<file path="src/rtl/csync_pkg.sv">
package csync_pkg;
    typedef enum logic [1:0] {
        ST_OFF   = 2'd0,
        ST_SLAVE = 2'd1,
        ST_MRUN  = 2'd2,
        ST_MPARK = 2'd3
    } rx_state_e;

    localparam logic [1:0] ADDR_CTRL = 2'd0;
    localparam logic [1:0] ADDR_STAT = 2'd1;
    localparam logic [1:0] ADDR_DATA = 2'd2;

    localparam int CTL_EN   = 0;
    localparam int CTL_MST  = 1;
    localparam int CTL_STOP = 2;
    localparam int CTL_SEL  = 4;

    localparam int STS_FULL = 0;
    localparam int STS_OVR  = 1;
endpackage

</file>
<file path="src/rtl/csync_clkgen.sv">
module csync_clkgen #(
    parameter int SEL_W = 4
) (
    input  logic             clk,
    input  logic             rst_n,
    input  logic             run_i,
    input  logic [SEL_W-1:0] sel_i,
    output logic             sck_o,
    output logic             rise_o
);
    localparam int CNT_W = (1 << SEL_W) - 1;

    logic [CNT_W-1:0] cnt;
    logic [CNT_W:0]   span;
    logic [CNT_W:0]   limit;
    logic             sck_q;
    logic             tick;

    always_comb begin
        span  = (CNT_W + 1)'(1) << sel_i;
        limit = span - (CNT_W + 1)'(1);
        tick  = run_i && (cnt == limit[CNT_W-1:0]);
    end

    always_ff @(posedge clk or negedge rst_n) begin
        if (!rst_n) begin
            cnt   <= '0;
            sck_q <= 1'b1;
        end else if (!run_i) begin
            cnt   <= '0;
            sck_q <= 1'b1;
        end else if (tick) begin
            cnt   <= '0;
            sck_q <= ~sck_q;
        end else begin
            cnt   <= cnt + 1'b1;
        end
    end

    assign rise_o = tick & ~sck_q;
    assign sck_o  = sck_q | ~run_i;
endmodule

</file>
<file path="src/rtl/csync_sync.sv">
module csync_sync #(
    parameter int STAGES = 2
) (
    input  logic clk,
    input  logic rst_n,
    input  logic sck_i,
    input  logic sd_i,
    output logic rise_o,
    output logic sd_o
);
    logic [STAGES-1:0] sck_sh;
    logic [STAGES-1:0] sd_sh;
    logic              sck_last;

    always_ff @(posedge clk or negedge rst_n) begin
        if (!rst_n) begin
            sck_sh   <= '1;
            sd_sh    <= '0;
            sck_last <= 1'b1;
        end else begin
            sck_sh   <= {sck_sh[STAGES-2:0], sck_i};
            sd_sh    <= {sd_sh[STAGES-2:0], sd_i};
            sck_last <= sck_sh[STAGES-1];
        end
    end

    assign rise_o = sck_sh[STAGES-1] & ~sck_last;
    assign sd_o   = sd_sh[STAGES-1];
endmodule

</file>
<file path="src/rtl/csync_shift.sv">
module csync_shift #(
    parameter int DATA_W = 8
) (
    input  logic              clk,
    input  logic              rst_n,
    input  logic              clr_i,
    input  logic              rise_i,
    input  logic              bit_i,
    output logic              done_o,
    output logic [DATA_W-1:0] byte_o
);
    localparam int CNT_W = $clog2(DATA_W);

    logic [DATA_W-1:0] sh;
    logic [CNT_W-1:0]  cnt;
    logic              last;

    assign last   = (cnt == CNT_W'(DATA_W - 1));
    assign done_o = rise_i & last;
    assign byte_o = {bit_i, sh[DATA_W-1:1]};

    always_ff @(posedge clk or negedge rst_n) begin
        if (!rst_n) begin
            sh  <= '0;
            cnt <= '0;
        end else if (clr_i) begin
            sh  <= '0;
            cnt <= '0;
        end else if (rise_i) begin
            sh  <= {bit_i, sh[DATA_W-1:1]};
            cnt <= last ? '0 : cnt + 1'b1;
        end
    end
endmodule

</file>
<file path="src/rtl/csync_rx.sv">
module csync_rx #(
    parameter int DATA_W = 8,
    parameter int SEL_W  = 4,
    localparam int REG_W = (DATA_W > SEL_W + 4) ? DATA_W : SEL_W + 4
) (
    input  logic             clk,
    input  logic             rst_n,
    input  logic             reg_wr,
    input  logic             reg_rd,
    input  logic [1:0]       reg_addr,
    input  logic [REG_W-1:0] reg_wdata,
    output logic [REG_W-1:0] reg_rdata,
    input  logic             sck_i,
    output logic             sck_o,
    output logic             sck_oe,
    input  logic             sd_i
);
    import csync_pkg::*;

    rx_state_e         state, nstate;
    logic              ctl_en, ctl_mst, ctl_stop;
    logic [SEL_W-1:0]  ctl_sel;
    logic              full, ovr, arm;
    logic [DATA_W-1:0] rx_data;
    logic [DATA_W-1:0] byte_in;
    logic              gen_run, use_ext, shift_clr;
    logic              g_rise, s_rise, s_sd;
    logic              rise, bit_in, done;
    logic              rd_data, rd_stat, ovr_clr, full_eff;

    csync_clkgen #(.SEL_W(SEL_W)) u_gen (
        .clk(clk), .rst_n(rst_n), .run_i(gen_run), .sel_i(ctl_sel),
        .sck_o(sck_o), .rise_o(g_rise)
    );

    csync_sync #(.STAGES(2)) u_sync (
        .clk(clk), .rst_n(rst_n), .sck_i(sck_i), .sd_i(sd_i),
        .rise_o(s_rise), .sd_o(s_sd)
    );

    csync_shift #(.DATA_W(DATA_W)) u_shift (
        .clk(clk), .rst_n(rst_n), .clr_i(shift_clr), .rise_i(rise),
        .bit_i(bit_in), .done_o(done), .byte_o(byte_in)
    );

    // state register
    always_ff @(posedge clk or negedge rst_n) begin
        if (!rst_n) state <= ST_OFF;
        else        state <= nstate;
    end

    // transitions
    always_comb begin
        nstate = state;
        unique case (state)
            ST_OFF:   if (ctl_en) nstate = ctl_mst ? ST_MRUN : ST_SLAVE;
            ST_SLAVE: if (!ctl_en) nstate = ST_OFF;
                      else if (ctl_mst) nstate = ST_MRUN;
            ST_MRUN:  if (!ctl_en) nstate = ST_OFF;
                      else if (!ctl_mst) nstate = ST_SLAVE;
                      else if (done && ctl_stop) nstate = ST_MPARK;
            ST_MPARK: if (!ctl_en) nstate = ST_OFF;
                      else if (!ctl_mst) nstate = ST_SLAVE;
                      else if (!ctl_stop) nstate = ST_MRUN;
            default:  nstate = ST_OFF;
        endcase
    end

    // per-state outputs
    always_comb begin
        gen_run   = 1'b0;
        use_ext   = 1'b0;
        shift_clr = 1'b0;
        sck_oe    = 1'b0;
        unique case (state)
            ST_OFF:   shift_clr = 1'b1;
            ST_SLAVE: use_ext   = 1'b1;
            ST_MRUN:  begin gen_run = 1'b1; sck_oe = 1'b1; end
            ST_MPARK: sck_oe    = 1'b1;
            default:  shift_clr = 1'b1;
        endcase
    end

    assign rise     = gen_run ? g_rise : (use_ext & s_rise);
    assign bit_in   = gen_run ? sd_i : s_sd;
    assign rd_data  = reg_rd && (reg_addr == ADDR_DATA);
    assign rd_stat  = reg_rd && (reg_addr == ADDR_STAT);
    assign ovr_clr  = reg_wr && (reg_addr == ADDR_STAT) && !reg_wdata[STS_OVR] && arm;
    assign full_eff = full & ~rd_data;

    always_ff @(posedge clk or negedge rst_n) begin
        if (!rst_n) begin
            ctl_en   <= 1'b0;
            ctl_mst  <= 1'b0;
            ctl_stop <= 1'b0;
            ctl_sel  <= '0;
        end else if (reg_wr && reg_addr == ADDR_CTRL) begin
            ctl_en   <= reg_wdata[CTL_EN];
            ctl_mst  <= reg_wdata[CTL_MST];
            ctl_stop <= reg_wdata[CTL_STOP];
            ctl_sel  <= reg_wdata[CTL_SEL +: SEL_W];
        end
    end

    always_ff @(posedge clk or negedge rst_n) begin
        if (!rst_n) begin
            full    <= 1'b0;
            ovr     <= 1'b0;
            arm     <= 1'b0;
            rx_data <= '0;
        end else begin
            if (done && !full_eff) begin
                rx_data <= byte_in;
                full    <= 1'b1;
            end else if (rd_data) begin
                full    <= 1'b0;
            end
            if (done && full_eff) ovr <= 1'b1;
            else if (ovr_clr)     ovr <= 1'b0;
            if (ovr_clr)              arm <= 1'b0;
            else if (rd_stat && ovr)  arm <= 1'b1;
        end
    end

    always_comb begin
        reg_rdata = '0;
        unique case (reg_addr)
            ADDR_CTRL: begin
                reg_rdata[CTL_EN]            = ctl_en;
                reg_rdata[CTL_MST]           = ctl_mst;
                reg_rdata[CTL_STOP]          = ctl_stop;
                reg_rdata[CTL_SEL +: SEL_W]  = ctl_sel;
            end
            ADDR_STAT: begin
                reg_rdata[STS_FULL] = full;
                reg_rdata[STS_OVR]  = ovr;
            end
            ADDR_DATA: reg_rdata[DATA_W-1:0] = rx_data;
            default:   reg_rdata = '0;
        endcase
    end
endmodule

</file>
<file path="config.mk">
export PLATFORM = sky130hd
export DESIGN_NAME = csync_rx
export DESIGN_NICKNAME = d
export VERILOG_FILES = /design/src/rtl/csync_pkg.sv /design/src/rtl/csync_clkgen.sv /design/src/rtl/csync_sync.sv /design/src/rtl/csync_shift.sv /design/src/rtl/csync_rx.sv
export SDC_FILE = /design/constraint.sdc
export NUM_CORES = 1
export LEC_CHECK = 0
export ABC_AREA = 1
export BUFFER_PORTS_ARGS = -buffer_cell sky130_fd_sc_hd__buf_2
export CORE_MARGIN = 2
export CORE_UTILIZATION = 46
export DETAILED_ROUTE_END_ITERATION = 8
export GPL_TIMING_DRIVEN = 1
export MAX_ROUTING_LAYER = met4
export PLACE_DENSITY = 0.66
export SLEW_MARGIN = 10
export SYNTH_ARGS = -nofsm -noshare
export SYNTH_HDL_FRONTEND = slang
export SYNTH_SLANG_ARGS = --single-unit
</file>
<file path="constraint.sdc">
create_clock -name clk -period 3.35 [get_ports clk]
set_input_delay 0.5025 -clock clk [delete_from_list [all_inputs] [get_ports clk]]
set_output_delay 0.5025 -clock clk [all_outputs]
set_load 0.005 [all_outputs]
</file>
After elaboration in Yosys (flattened, before gate mapping)
Cells that the tools add are included.
{"block": "classes", "n_bitwise": 10, "n_eq_ne": 12, "shift": 1, "addsub": 3, "mux": 36, "reduce_logical": 21}
{"cell": "$mux W15", "n": 2}
{"cell": "$mux W2", "n": 10}
{"cell": "$mux W8", "n": 2}
{"cell": "$add A15 B1 Y15 const B", "n": 1}
{"cell": "$eq A15 B15 Y1", "n": 1}
{"cell": "$mux W1", "n": 15}
{"cell": "$shl A1 B4 Y15 const A", "n": 1}
{"cell": "$sub A15 B1 Y15 const B", "n": 1}
{"cell": "$logic_and A1 B1 Y1", "n": 11}
{"cell": "$mux W3", "n": 3}
{"cell": "$ne A4 B4 Y1 const B", "n": 2}
{"cell": "$pmux W2 S4", "n": 1}
{"cell": "$pmux W4 S2", "n": 1}
{"cell": "$reduce_bool A2 Y1", "n": 4}
{"cell": "$eq A2 B2 Y1 const B", "n": 3}
{"cell": "$pmux W2 S3", "n": 1}
{"cell": "$and A1 B1 Y1", "n": 5}
{"cell": "$eq A2 B1 Y1 const B", "n": 2}
{"cell": "$logic_not A2 Y1", "n": 2}
{"cell": "$not A1 Y1", "n": 4}
{"cell": "$reduce_and A4 Y1", "n": 1}
{"cell": "$add A3 B1 Y3 const B", "n": 1}
{"cell": "$eq A3 B3 Y1 const B", "n": 1}
{"cell": "$ne A3 B3 Y1 const B", "n": 1}
{"cell": "6 further kinds", "n": 7}
{"block": "word_totals", "input_bits": 16, "output_inout_bits": 10, "reg_bits": 52, "wordCells": 99}

Logic depth before layout (Yosys ltp)
Gate-level depths: netlist of the first run.
{"block": "logic_depth", "depth_word": 12, "ltp_mapped": 20}

Hierarchy
From an unflattened synthesis of the first run, not the netlist that was laid out.
{"block": "unflattened", "hier_cells": 388, "area_unflattened_um2": 2935.3}
{"mod": "csync_clkgen", "cells_each": 199, "area_each_um2": 1292.5, "seq_area_each_um2": 401.6, "instances": 1}
{"mod": "csync_rx", "cells_each": 133, "area_each_um2": 1058.5, "seq_area_each_um2": 500.5, "instances": 1}
{"mod": "csync_shift", "cells_each": 49, "area_each_um2": 445.4, "seq_area_each_um2": 250.2, "instances": 1}
{"mod": "csync_sync", "cells_each": 7, "area_each_um2": 138.9, "seq_area_each_um2": 128.9, "instances": 1}

Worst setup path after synthesis of the first run
OpenSTA, ideal clock, no wires.
{"block": "synth_timing", "path_type": "reg-to-reg", "from": "reg ctl_sel[3]", "to": "reg rx_data[5]", "required_ps": 3233, "path_buffers": 2, "arrival_ps": 2213, "slack_ps": 1020, "period_less_slack_ps": 2330, "path_stages_with_launch": 19, "path_cell_list": "dfrtp_1 -> buf_6 -> nor2_8 -> nand3_1 -> ha_1 -> xnor2_1 -> nor2_1 -> nand3b_1 -> nor2_1 -> nand2_1 -> nor2_2 -> nand4_1 -> nand2_2 -> nand2_4 -> nor2_8 -> nand2_4 -> buf_6 -> nand2_2 -> o21ai_2"}
{"block": "synth_via", "elab_chain_len": 8}
{"element": "from (decl)", "line": "csync_rx.sv:22", "text": "logic [SEL_W-1:0] ctl_sel;"}
{"element": "from (signal assigned)", "line": "csync_rx.sv:101", "text": "ctl_sel <= reg_wdata[CTL_SEL +: SEL_W];"}
{"element": "$shl A1 B4 Y15", "line": "csync_clkgen.sv:20", "text": "span = (CNT_W + 1)'(1) << sel_i;"}
{"element": "$sub A15 B1 Y15", "line": "csync_clkgen.sv:21", "text": "limit = span - (CNT_W + 1)'(1);"}
{"element": "$eq A15 B15 Y1", "line": "csync_clkgen.sv:22", "text": "tick = run_i && (cnt == limit[CNT_W-1:0]);"}
{"element": "$logic_and A1 B1 Y1", "line": "csync_clkgen.sv:22"}
{"element": "$and A1 B1 Y1", "line": "csync_clkgen.sv:40", "text": "assign rise_o = tick & ~sck_q;"}
{"element": "$mux W1", "line": "csync_rx.sv:84", "text": "assign rise = gen_run ? g_rise : (use_ext & s_rise);"}
{"element": "$and A1 B1 Y1", "line": "csync_shift.sv:19", "text": "assign done_o = rise_i & last;"}
{"element": "$logic_and A1 B1 Y1", "line": "csync_rx.sv:112", "text": "if (done && !full_eff) begin"}
{"element": "to (signal assigned)", "line": "csync_rx.sv:113", "text": "rx_data <= byte_in;"}
{"element": "to (decl)", "line": "csync_rx.sv:24", "text": "logic [DATA_W-1:0] rx_data;"}
Every way passes these cells.
A chain may end at the register's enable or synchronous reset.

Worst setup path in the final report of the first run
{"block": "layout_timing", "from": "reg ctl_sel[3]", "to": "reg rx_data[2]"}
Same word-level chain as after synthesis.

==> metrics.txt, run 1 <==
Max-slew headroom=0.3995; Die Area=0.007016 mm²; clk_skew=0.003836 ns; DRC violations left=0; CTS Hold Bufs=0; critical-path cell list=nor2_8 > nand3_1 > ha_1 > inv_1 > a21oi_4 > nand3_1 > nand3_1 > nand2_1 > nor2_1 > nand4_1 > nand2_2 > nand2_4 > nor2_8 > nand2_4 > nand2_1 > o21ai_2; Post-synth top flop=dfrtp_1; Cell variety after synth=43; Chip Width=83.76 µm; element type at the critical path end=register; max cap viols=0; final wirelength=5952 µm; share of layout cells above drive strength 1=0.1650; clk buf depth=2; Gate Count Post-Synth=375; Final Hold Fails=0; drt pass-1 iters=4; setup violators final=0; post-synthesis area per instance=7.804 µm²; CP bufs+invs=1; port bufs=24; critical path fanouts, max=13; syn_nets=395; Max VDD drop=0.4040 mV; Initial Utilization=0.4689; Post-Syn Area=0.002927 mm²; Total GRT Usage=0.1877; ys async rst share=1.000; cts repair resizes=0; number of H-tree levels=2; RSZ-0062 raised after global routing=false; 1st-iter DRT viols=70; Final GP Congestion=0.8726; routed wire length per instance=12.48 µm; CTS tree=done; clk sink count=51; most common cell after layout, fill and taps aside=nand2_1; Inserted Diodes=0; worst r2r path cells=16; r2r endpoint=rx_data[2]$_DFFE_PN0P_; Critical Path RT=3.56 ns; first-pass GRT wire length=10440 µm; Via density=5.096; status=finished clean; Synth Register Bits=51; Design Power=1.715 mW; hold slack=0.2859 ns; Power Dens Cells=535.5 mW/mm²; CTS buffer count=5; initial antenna violation count=0; Synth area leader=dfrtp_1; CP arrival=3.11 ns; Worst path slowest cell=dfrtp_1; type of origin of the critical path=register; worst min-delay path category=input pin to register; flop2flop setup slack=0.45 ns; CP dominant cell by count=nand3_1; crit-path max cell delay=0.73 ns; vias=2431; CTS clk-pin slew, worst paths=0.10 ns; final instance area=0.003202 mm²; Filler cells=609; Post-synth EDFFs=0; Final Non-Filler Cells=477; largest net degree at the start of global routing=42; Synthesis Warnings=0; WHS Path Cells=1; Slew Limit Fails=0; final setup TNS=0 ns; I/O pin cnt=26; hpwl dp=4470 µm; dominant cells by area after synthesis=dfrtp_1 40%, nand2_1 12%, nand3_1 6.2%; min Tclk post-route=2.903 ns; vias in the first global route=2350; Layout Nets=419; Area growth syn-to-layout=9.406%; Setup CP Type=register to register; commonest non-fill, non-tap cells in the layout=96 x nand2_1, 48 x nor2_1, 47 x dfrtp_1; maximum clock frequency=344.4 MHz; grt total ovfl=0; share of the synthesized area in the top cell type=0.4019; core area=0.006241 mm²; final period utilization=0.8667; row count=29; Post-CTS Setup Repair Bufs=0; sequential fraction of the synthesis area=0.4378; Routed Antenna Nets=0; CP top delay family=simple AND/OR/NAND/NOR gates; hold path endpoint=u_sync.sck_sh[0]$_DFF_PN1_; Clock Latency Late Sink=0.31 ns; die height=83.76 µm; placed insts=469; Slew @ Worst Pin=0.9007 ns; min-delay src=sck_i; Placed Area=0.003085 mm²; root buf cell=clkbuf_8; Leakage=1.562 nW; origin of the critical flop-to-flop path=ctl_sel[3]$_DFFE_PN0P_
==> power by group <==
part	total [mW]	switching (mW)	internal [mW]
Sequential	0.795	0.0900	0.705
Clock	0.447	0.220	0.227
Combinational	0.472	0.313	0.159
Total	1.71	0.624	1.09
==> per-layer routing <==
metal / share of wire / vias to the layer above / wire (µm) / GRT usage
met4: 0.011 / 0 / 67 / 0.05865
met3: 0.029 / 7 / 170 / 0.03462
met2: 0.50 / 36 / 2981 / 0.3149
met1: 0.46 / 1147 / 2732 / 0.2310
li1: - / 1241 / - / -
met5: 0 / - / 0 / -
==> kinds of logic (layout without fill, tap and decap cells) <==
logic type	count (synthesis)	in the layout	synth area share
and+or+nand+nor	211	211	0.3356
buffers and inverters	59	84	0.08892
DFF	51	51	0.4378
AOI/OAI and AO/OA	38	38	0.08338
xor gates and xnor gates	10	10	0.02993
adders and majority gates	4	4	0.01710
muxes	2	2	0.007268
==> final cells by class <==
type / instances / area, µm² / share of cell area
clock buffer: 5 / 68.82 / 0.02149
tap: 77 / 96.34 / 0.03009
multi-input combinational: 265 / 1385 / 0.4326
clock inverter: 3 / 47.55 / 0.01485
timing repair buffer: 25 / 127.6 / 0.03986
sequential: 51 / 1281 / 0.4002
inverter: 51 / 195.2 / 0.06096
==> through the flow <==
stage	utilization	setup WS [ns]
3_3_place_gp	0.4944	0.5005
3_5_place_dp	0.4944	0.4542
5_1_grt	0.5130	0.1078
4_1_cts	0.5130	0.4370
6_report	0.5130	0.4465
2_1_floorplan	-	1.020
==> cell usage after synthesis (5+ instances only) <==
master,number
a21oi_1,10
dfrtp_1,47
inv_1,45
nand2_1,96
nand2_2,5
nand3_1,36
nor2_1,48
nor3_1,6
o21ai_0,12
o21ai_2,5
xor2_1,7
==> how the worst max path moves through the flow <==
stage	from	to	slack (ns)	cells after the start
after floorplan	ctl_sel[3]$_DFFE_PN0P_	rx_data[5]$_DFFE_PN0P_	1.02	18
after global placement	ctl_sel[3]$_DFFE_PN0P_	rx_data[2]$_DFFE_PN0P_	0.50	18
after global routing	ctl_sel[1]$_DFFE_PN0P_	rx_data[1]$_DFFE_PN0P_	0.11	18
after detailed placement	ctl_sel[3]$_DFFE_PN0P_	rx_data[2]$_DFFE_PN0P_	0.45	18
final	ctl_sel[3]$_DFFE_PN0P_	rx_data[2]$_DFFE_PN0P_	0.45	16
after CTS	ctl_sel[3]$_DFFE_PN0P_	rx_data[2]$_DFFE_PN0P_	0.44	18
==> state kept, by name (all words and copies together) (netlist names), 2 cells and up <==
| name | cells |
|---|---|
| u_sync.sd_sh | 2 |
| u_shift.sh | 7 |
| u_shift.cnt | 3 |
| u_gen.cnt | 15 |
| rx_data | 8 |
| state | 2 |
| u_sync.sck_sh | 2 |
| ctl_sel | 4 |
Power figures use the tool's default switching activity.
==> run 2, diff against run 1 <==
Settings changed: CORE_UTILIZATION 46 to 45, PLACE_DENSITY 0.66 to 0.65.
==> run 2 against run 1 <==
Against the previous run: sequential power shrank 0.6%; global-route usage is essentially flat; non-clock buffer count grew 2; total power shrank 3.7%; sequential share of layout area grew 0.078 points; core utilization shrank 0.69 points; clock-buffer cell count is the same; via count shrank 1.8%; register-to-register slack is essentially flat; clock power shrank 16%; clock skew grew 0.0096 ns; combinational power grew 3%; largest cell class unchanged.
==> metrics.txt, run 2 (synthesized netlist as in run 1, its figures left out) <==
Area growth syn-to-layout=9.192%; CP bufs+invs=2 (+1); vias in the first global route=2309 (-1.7%); Total GRT Usage=0.1873 (-0.0003750); Power Dens Cells=516.5 mW/mm² (-3.5%); Clock Latency Late Sink=0.31 ns (about the same); Design Power=1.651 mW (-3.7%); type of origin of the critical path=register; worst r2r path cells=16 (unchanged); Leakage=1.554 nW (-0.49%); Net Sw Frac=0.3829 (+0.01927); element type at the critical path end=register; 1st-iter DRT viols=113 (+61%); setup violators final=0 (unchanged); root buf cell=clkbuf_8; Slew @ Worst Pin=0.6368 ns (-0.2639 ns); Via density=4.985 (-2.2%); Max VDD drop=0.4277 mV (+5.9%); CTS tree=done; Final GP Congestion=0.9283 (+6.4%); Clk pwr share=0.227 (-0.034); CTS Hold Bufs=0 (unchanged); Inserted Diodes=0 (unchanged); Flop pwr share=0.479 (+0.015); max cap viols=0 (unchanged); row count=29 (unchanged); port bufs=24 (unchanged); Final Hold Fails=0 (unchanged); most common cell after layout, fill and taps aside=nand2_1; drt pass-1 iters=4 (unchanged); Largest Register=u_gen.cnt; internal power=1.019 mW (-6.6%); core area=0.006314 mm² (+1.2%); clk buf depth=2 (unchanged); Gate power share=0.294 (+0.019); initial antenna violation count=0 (unchanged); hpwl dp=4545 µm (+1.7%); CTS buffer count=5 (unchanged); Worst path slowest cell=dfrtp_1; CP arrival=3.12 ns (about the same); CP top delay family=simple AND/OR/NAND/NOR gates; die height=84.65 µm (+1.1%); WP depth=16 (unchanged); number of flip-flops in the largest register=15 (unchanged); Max-slew headroom=0.5754 (+0.1759); critical path fanouts, max=13 (unchanged); flop2flop setup slack=0.45 ns (about the same); Final Non-Filler Cells=479 (+0.42%); vias=2388 (-1.8%); maximum clock frequency=344.5 MHz (about the same); sw power=632.1 µW (+1.4%); CP dominant cell by count=nand3_1; Placed Area=0.003100 mm² (+0.49%); worst min-delay path category=input pin to asynchronous set/reset pin; largest registers=u_gen.cnt (15), rx_data (8), u_shift.sh (7); Chip Width=84.65 µm (+1.1%); critical-path cell list=inv_2 > nand3_1 > ha_1 > inv_1 > a21oi_4 > nand3_1 > nand3_1 > nand2_1 > nor2_1 > nand4_1 > nand2_2 > nand2_4 > nor2_8 > nand2_4 > nand2_1 > o21ai_2; final setup TNS=0 ns (unchanged); placed insts=471 (+0.43%); crit-path max cell delay=0.68 ns (-0.05 ns); Initial Utilization=0.4635 (-0.005390); crit path from=ctl_sel[1]$_DFFE_PN0P_; largest net degree at the start of global routing=51 (+21%); origin of the critical flop-to-flop path=ctl_sel[1]$_DFFE_PN0P_; CTS clk-pin slew, worst paths=0.11 ns (about the same); final instance area=0.003196 mm² (-0.20%); share of layout cells above drive strength 1=0.1692 (+0.004154); clk_skew=0.01345 ns (+0.009618 ns); grt total ovfl=0 (unchanged); r2r endpoint=rx_data[2]$_DFFE_PN0P_; DRC violations left=0 (unchanged); final wirelength=6030 µm (+1.3%); Critical Path RT=3.57 ns (about the same); min Tclk post-route=2.903 ns (-0.0003200 ns); crit path to=rx_data[2]$_DFFE_PN0P_; clk sink count=51 (unchanged); cts repair resizes=0 (unchanged); number of H-tree levels=2 (unchanged); first-pass GRT wire length=10440 µm (unchanged); I/O pin cnt=26 (unchanged); Slew Limit Fails=0 (unchanged); status=finished clean; RSZ-0062 raised after global routing=false; Post-CTS Setup Repair Bufs=0 (unchanged); Die Area=0.007165 mm² (+2.1%); commonest non-fill, non-tap cells in the layout=96 x nand2_1, 48 x nor2_1, 47 x dfrtp_1; Layout Nets=421 (+0.48%); Setup CP Type=register to register; final period utilization=0.8666 (about the same); routed wire length per instance=12.59 µm (+0.89%); Routed Antenna Nets=0 (unchanged)
==> run 2: power by group through the flow <==
stage / registers, mW / logic, mW / clock network, mW
2_1_floorplan: 0.765 / 0.408 / 0
3_3_place_gp: 0.797 / 0.481 / 0
3_5_place_dp: 0.802 / 0.492 / 0
4_1_cts: 0.790 / 0.494 / 0.390
5_1_grt: 0.801 / 0.562 / 0.415
6_report: 0.790 / 0.486 / 0.375
==> run 2: routing by layer <==
layer,global-route usage,wire length [µm],up-vias
li1,-,-,1239
met1,0.2350,2765,1111
met2,0.3035,3026,29
met3,0.03245,139,9
met4,0.07071,98,0
met5,-,0,-
==> run 2: per-stage QoR <==
| stage | util | setup slack [ns] | hold WS [ns] |
|---|---|---|---|
| after floorplan | - | 1.020 | 0.2069 |
| after global placement | 0.4911 | 0.5153 | 0.3326 |
| after detailed placement | 0.4911 | 0.4930 | 0.3347 |
| after CTS | 0.5057 | 0.4565 | 0.2712 |
| after global routing | 0.5061 | 0.1647 | 0.2418 |
| final | 0.5061 | 0.4468 | 0.1908 |
==> run 2: worst min path at each step <==
stage	from	end	slack, ns	depth (start not counted)
after detailed placement	u_sync.sd_sh[0]$_DFF_PN0_	u_sync.sd_sh[1]$_DFF_PN0_	0.33	0
after floorplan	rst_n	arm$_DFFE_PN0P_	0.21	0
final	rst_n	rx_data[2]$_DFFE_PN0P_	0.19	1
after CTS	sck_i	u_sync.sck_sh[0]$_DFF_PN1_	0.27	1
after global placement	u_sync.sd_sh[0]$_DFF_PN0_	u_sync.sd_sh[1]$_DFF_PN0_	0.33	0
after global routing	rst_n	rx_data[2]$_DFFE_PN0P_	0.24	1
==> run 2: cell type report <==
type / count / area, µm²
well taps: 77 / 96.34
clock buffers: 5 / 68.82
multi-input cells: 265 / 1385
repair buffers: 27 / 145.1
inverters: 51 / 195.2
clock inverters: 3 / 23.77
fillers: 631 / 3118
flip-flops and latches: 51 / 1281
==> run 2: worst register-to-register path: stages (launching register included) <==
cell and delay [ns]:
dfrtp_1 0.68, inv_2 0.14, nand3_1 0.12, ha_1 0.29, inv_1 0.11, a21oi_4 0.21, nand3_1 0.13, nand3_1 0.12
nand2_1 0.06, nor2_1 0.15, nand4_1 0.14, nand2_2 0.12, nand2_4 0.12, nor2_8 0.14, nand2_4 0.13, nand2_1 0.11
o21ai_2 0.05
==> run 3, diff against run 2 <==
Settings changed: CORE_MARGIN 2 to 3, CORE_UTILIZATION 45 to 35, PLACE_DENSITY 0.65 to 0.54.
==> run 3 against run 2 <==
Against the previous run: sequential share of layout area down 0.30 points; critical endpoint is now rx_data[1]$_DFFE_PN0P_; clock skew is essentially flat; clock power is 2% higher; first-iteration DRC count up 17%; final cell count is 5.0% higher; critical path type unchanged; cell area increased by 0.74%; highest routed layer unchanged; setup slack lost 0.047 ns; register-to-register slack worse by 0.05 ns.
==> metrics.txt, run 3 (synthesized netlist as in run 1, its figures left out) <==
flop2flop setup slack=0.40 ns (-0.05 ns); Final GP Congestion=0.9026 (-2.8%); Slew Limit Fails=0 (unchanged); status=finished clean; row count=32 (+10%); Post-CTS Setup Repair Bufs=0 (unchanged); maximum clock frequency=338.9 MHz (-1.6%); first-pass GRT wire length=11720 µm (+12%); DRC violations left=0 (unchanged); Slew @ Worst Pin=0.6958 ns (+0.05901 ns); final instance area=0.003219 mm² (+0.74%); final wirelength=6583 µm (+9.2%); Initial Utilization=0.3692 (-0.09438); clk sink count=51 (unchanged); Clock Latency Late Sink=0.32 ns (about the same); crit-path max cell delay=0.67 ns (about the same); vias=2413 (+1.0%); setup violators final=0 (unchanged); Gate power share=0.297 (+0.003); final period utilization=0.8808 (+0.01415); internal power=1.022 mW (+0.31%); Filler cells=828 (+31%); CTS tree=done; Critical Path RT=3.57 ns (about the same); Flop pwr share=0.473 (-0.006); grt total ovfl=0 (unchanged); CP bufs+invs=2 (unchanged); port bufs=24 (unchanged); initial antenna violation count=0 (unchanged); critical path fanouts, max=13 (unchanged); Clk pwr share=0.230 (+0.003); Reg area=0.001281 mm² (unchanged); CTS clk-pin slew, worst paths=0.11 ns (about the same); Design Power=1.669 mW (+1.1%); Via density=4.797 (-3.8%); core area=0.007928 mm² (+26%); Max-slew headroom=0.5361 (-0.03934); Final Non-Filler Cells=503 (+5.0%); Die Area=0.009495 mm² (+33%); number of H-tree levels=2 (unchanged); die height=97.44 µm (+15%); Worst path slowest cell=dfrtp_1; worst min-delay path category=input pin to asynchronous set/reset pin; CTS Hold Bufs=0 (unchanged); 1st-iter DRT viols=132 (+17%); Largest Register=u_gen.cnt; min Tclk post-route=2.951 ns (+0.04741 ns); drt pass-1 iters=5 (+1); max cap viols=0 (unchanged); final setup TNS=0 ns (unchanged); commonest non-fill, non-tap cells in the layout=96 x nand2_1, 48 x nor2_1, 47 x dfrtp_1; largest registers=u_gen.cnt (15), rx_data (8), u_shift.sh (7); Placed Area=0.003124 mm² (+0.77%); Leakage=1.557 nW (+0.17%); Routed Antenna Nets=0 (unchanged); Total GRT Usage=0.1539 (-0.03339); cts repair resizes=0 (unchanged); most common cell after layout, fill and taps aside=nand2_1; RSZ-0062 raised after global routing=false; CP arrival=3.17 ns (+0.05 ns); Power Dens Cells=518.3 mW/mm² (+0.34%); Max VDD drop=0.2782 mV (-35%); Multi-input gate area=0.001385 mm² (unchanged); type of origin of the critical path=register; clk buf depth=2 (unchanged); hold slack=0.2233 ns (+0.03249 ns); Area growth syn-to-layout=10.00%; I/O pin cnt=26 (unchanged); root buf cell=clkbuf_8; vias in the first global route=2383 (+3.2%); Layout Nets=420 (-0.24%); Setup CP Type=register to register; hpwl dp=5052 µm (+11%); CP dominant cell by count=nand3_1; clk_skew=0.01376 ns (+0.0003032 ns); largest net degree at the start of global routing=31 (-39%); sw power=646.9 µW (+2.3%); share of layout cells above drive strength 1=0.1671 (-0.002072); placed insts=495 (+5.1%); element type at the critical path end=register; CTS buffer count=5 (unchanged); number of flip-flops in the largest register=15 (unchanged); Net Sw Frac=0.3877 (+0.004742); CP top delay family=simple AND/OR/NAND/NOR gates; critical-path cell list=inv_2 > nand3_1 > ha_1 > inv_1 > a21oi_4 > nand3_1 > nand3_1 > nand2_1 > nor2_1 > nand4_1 > nand2_2 > nand2_4 > nor2_8 > nand2_4 > nand2_1 > o21ai_2; routed wire length per instance=13.09 µm (+4.0%); Chip Width=97.44 µm (+15%); Inserted Diodes=0 (unchanged); Final Hold Fails=0 (unchanged)
==> run 3: final timing paths <==
path	to	cells after the start	start
min in group clk	u_sync.sck_sh[0]$_DFF_PN1_	1	sck_i
max in group asynchronous	u_gen.sck_q$_DFFE_PN1P_	2	rst_n
setup / recovery	rx_data[1]$_DFFE_PN0P_	16	ctl_sel[1]$_DFFE_PN0P_
setup reg to reg	rx_data[1]$_DFFE_PN0P_	16	ctl_sel[1]$_DFFE_PN0P_
hold reg to reg	u_sync.sd_sh[1]$_DFF_PN0_	0	u_sync.sd_sh[0]$_DFF_PN0_
hold / removal	u_shift.sh[4]$_DFFE_PN0P_	1	rst_n
==> run 3: area by class of cell <==
type                       instances  area share
tap                              102     0.03964
multi-input combinational        265      0.4302
sequential                        51      0.3980
inverter                          51     0.06063
timing repair buffer              26     0.04197
clock inverter                     3    0.008162
clock buffer                       5     0.02138
==> run 3: stage by stage <==
stage                       util  setup slack, ns
after floorplan                -            1.020
after global placement    0.3941           0.4638
after detailed placement  0.3941           0.4006
after CTS                 0.4061           0.3889
after global routing      0.4061           0.1492
final                     0.4061           0.3994
==> run 3: per-layer routing <==
metal,global-route usage,vias up,wire length [µm]
li1,-,1240,-
met1,0.2068,1119,3232
met4,0.04260,0,91
met5,-,-,0
met2,0.2420,47,3066
met3,0.02513,7,193
==> run 3: power by group through the flow <==
stage | logic, mW | clock network [mW] | registers [mW]
2_1_floorplan | 0.408 | 0 | 0.765
3_3_place_gp | 0.492 | 0 | 0.799
3_5_place_dp | 0.503 | 0 | 0.802
4_1_cts | 0.504 | 0.403 | 0.791
5_1_grt | 0.578 | 0.431 | 0.806
6_report | 0.495 | 0.384 | 0.790
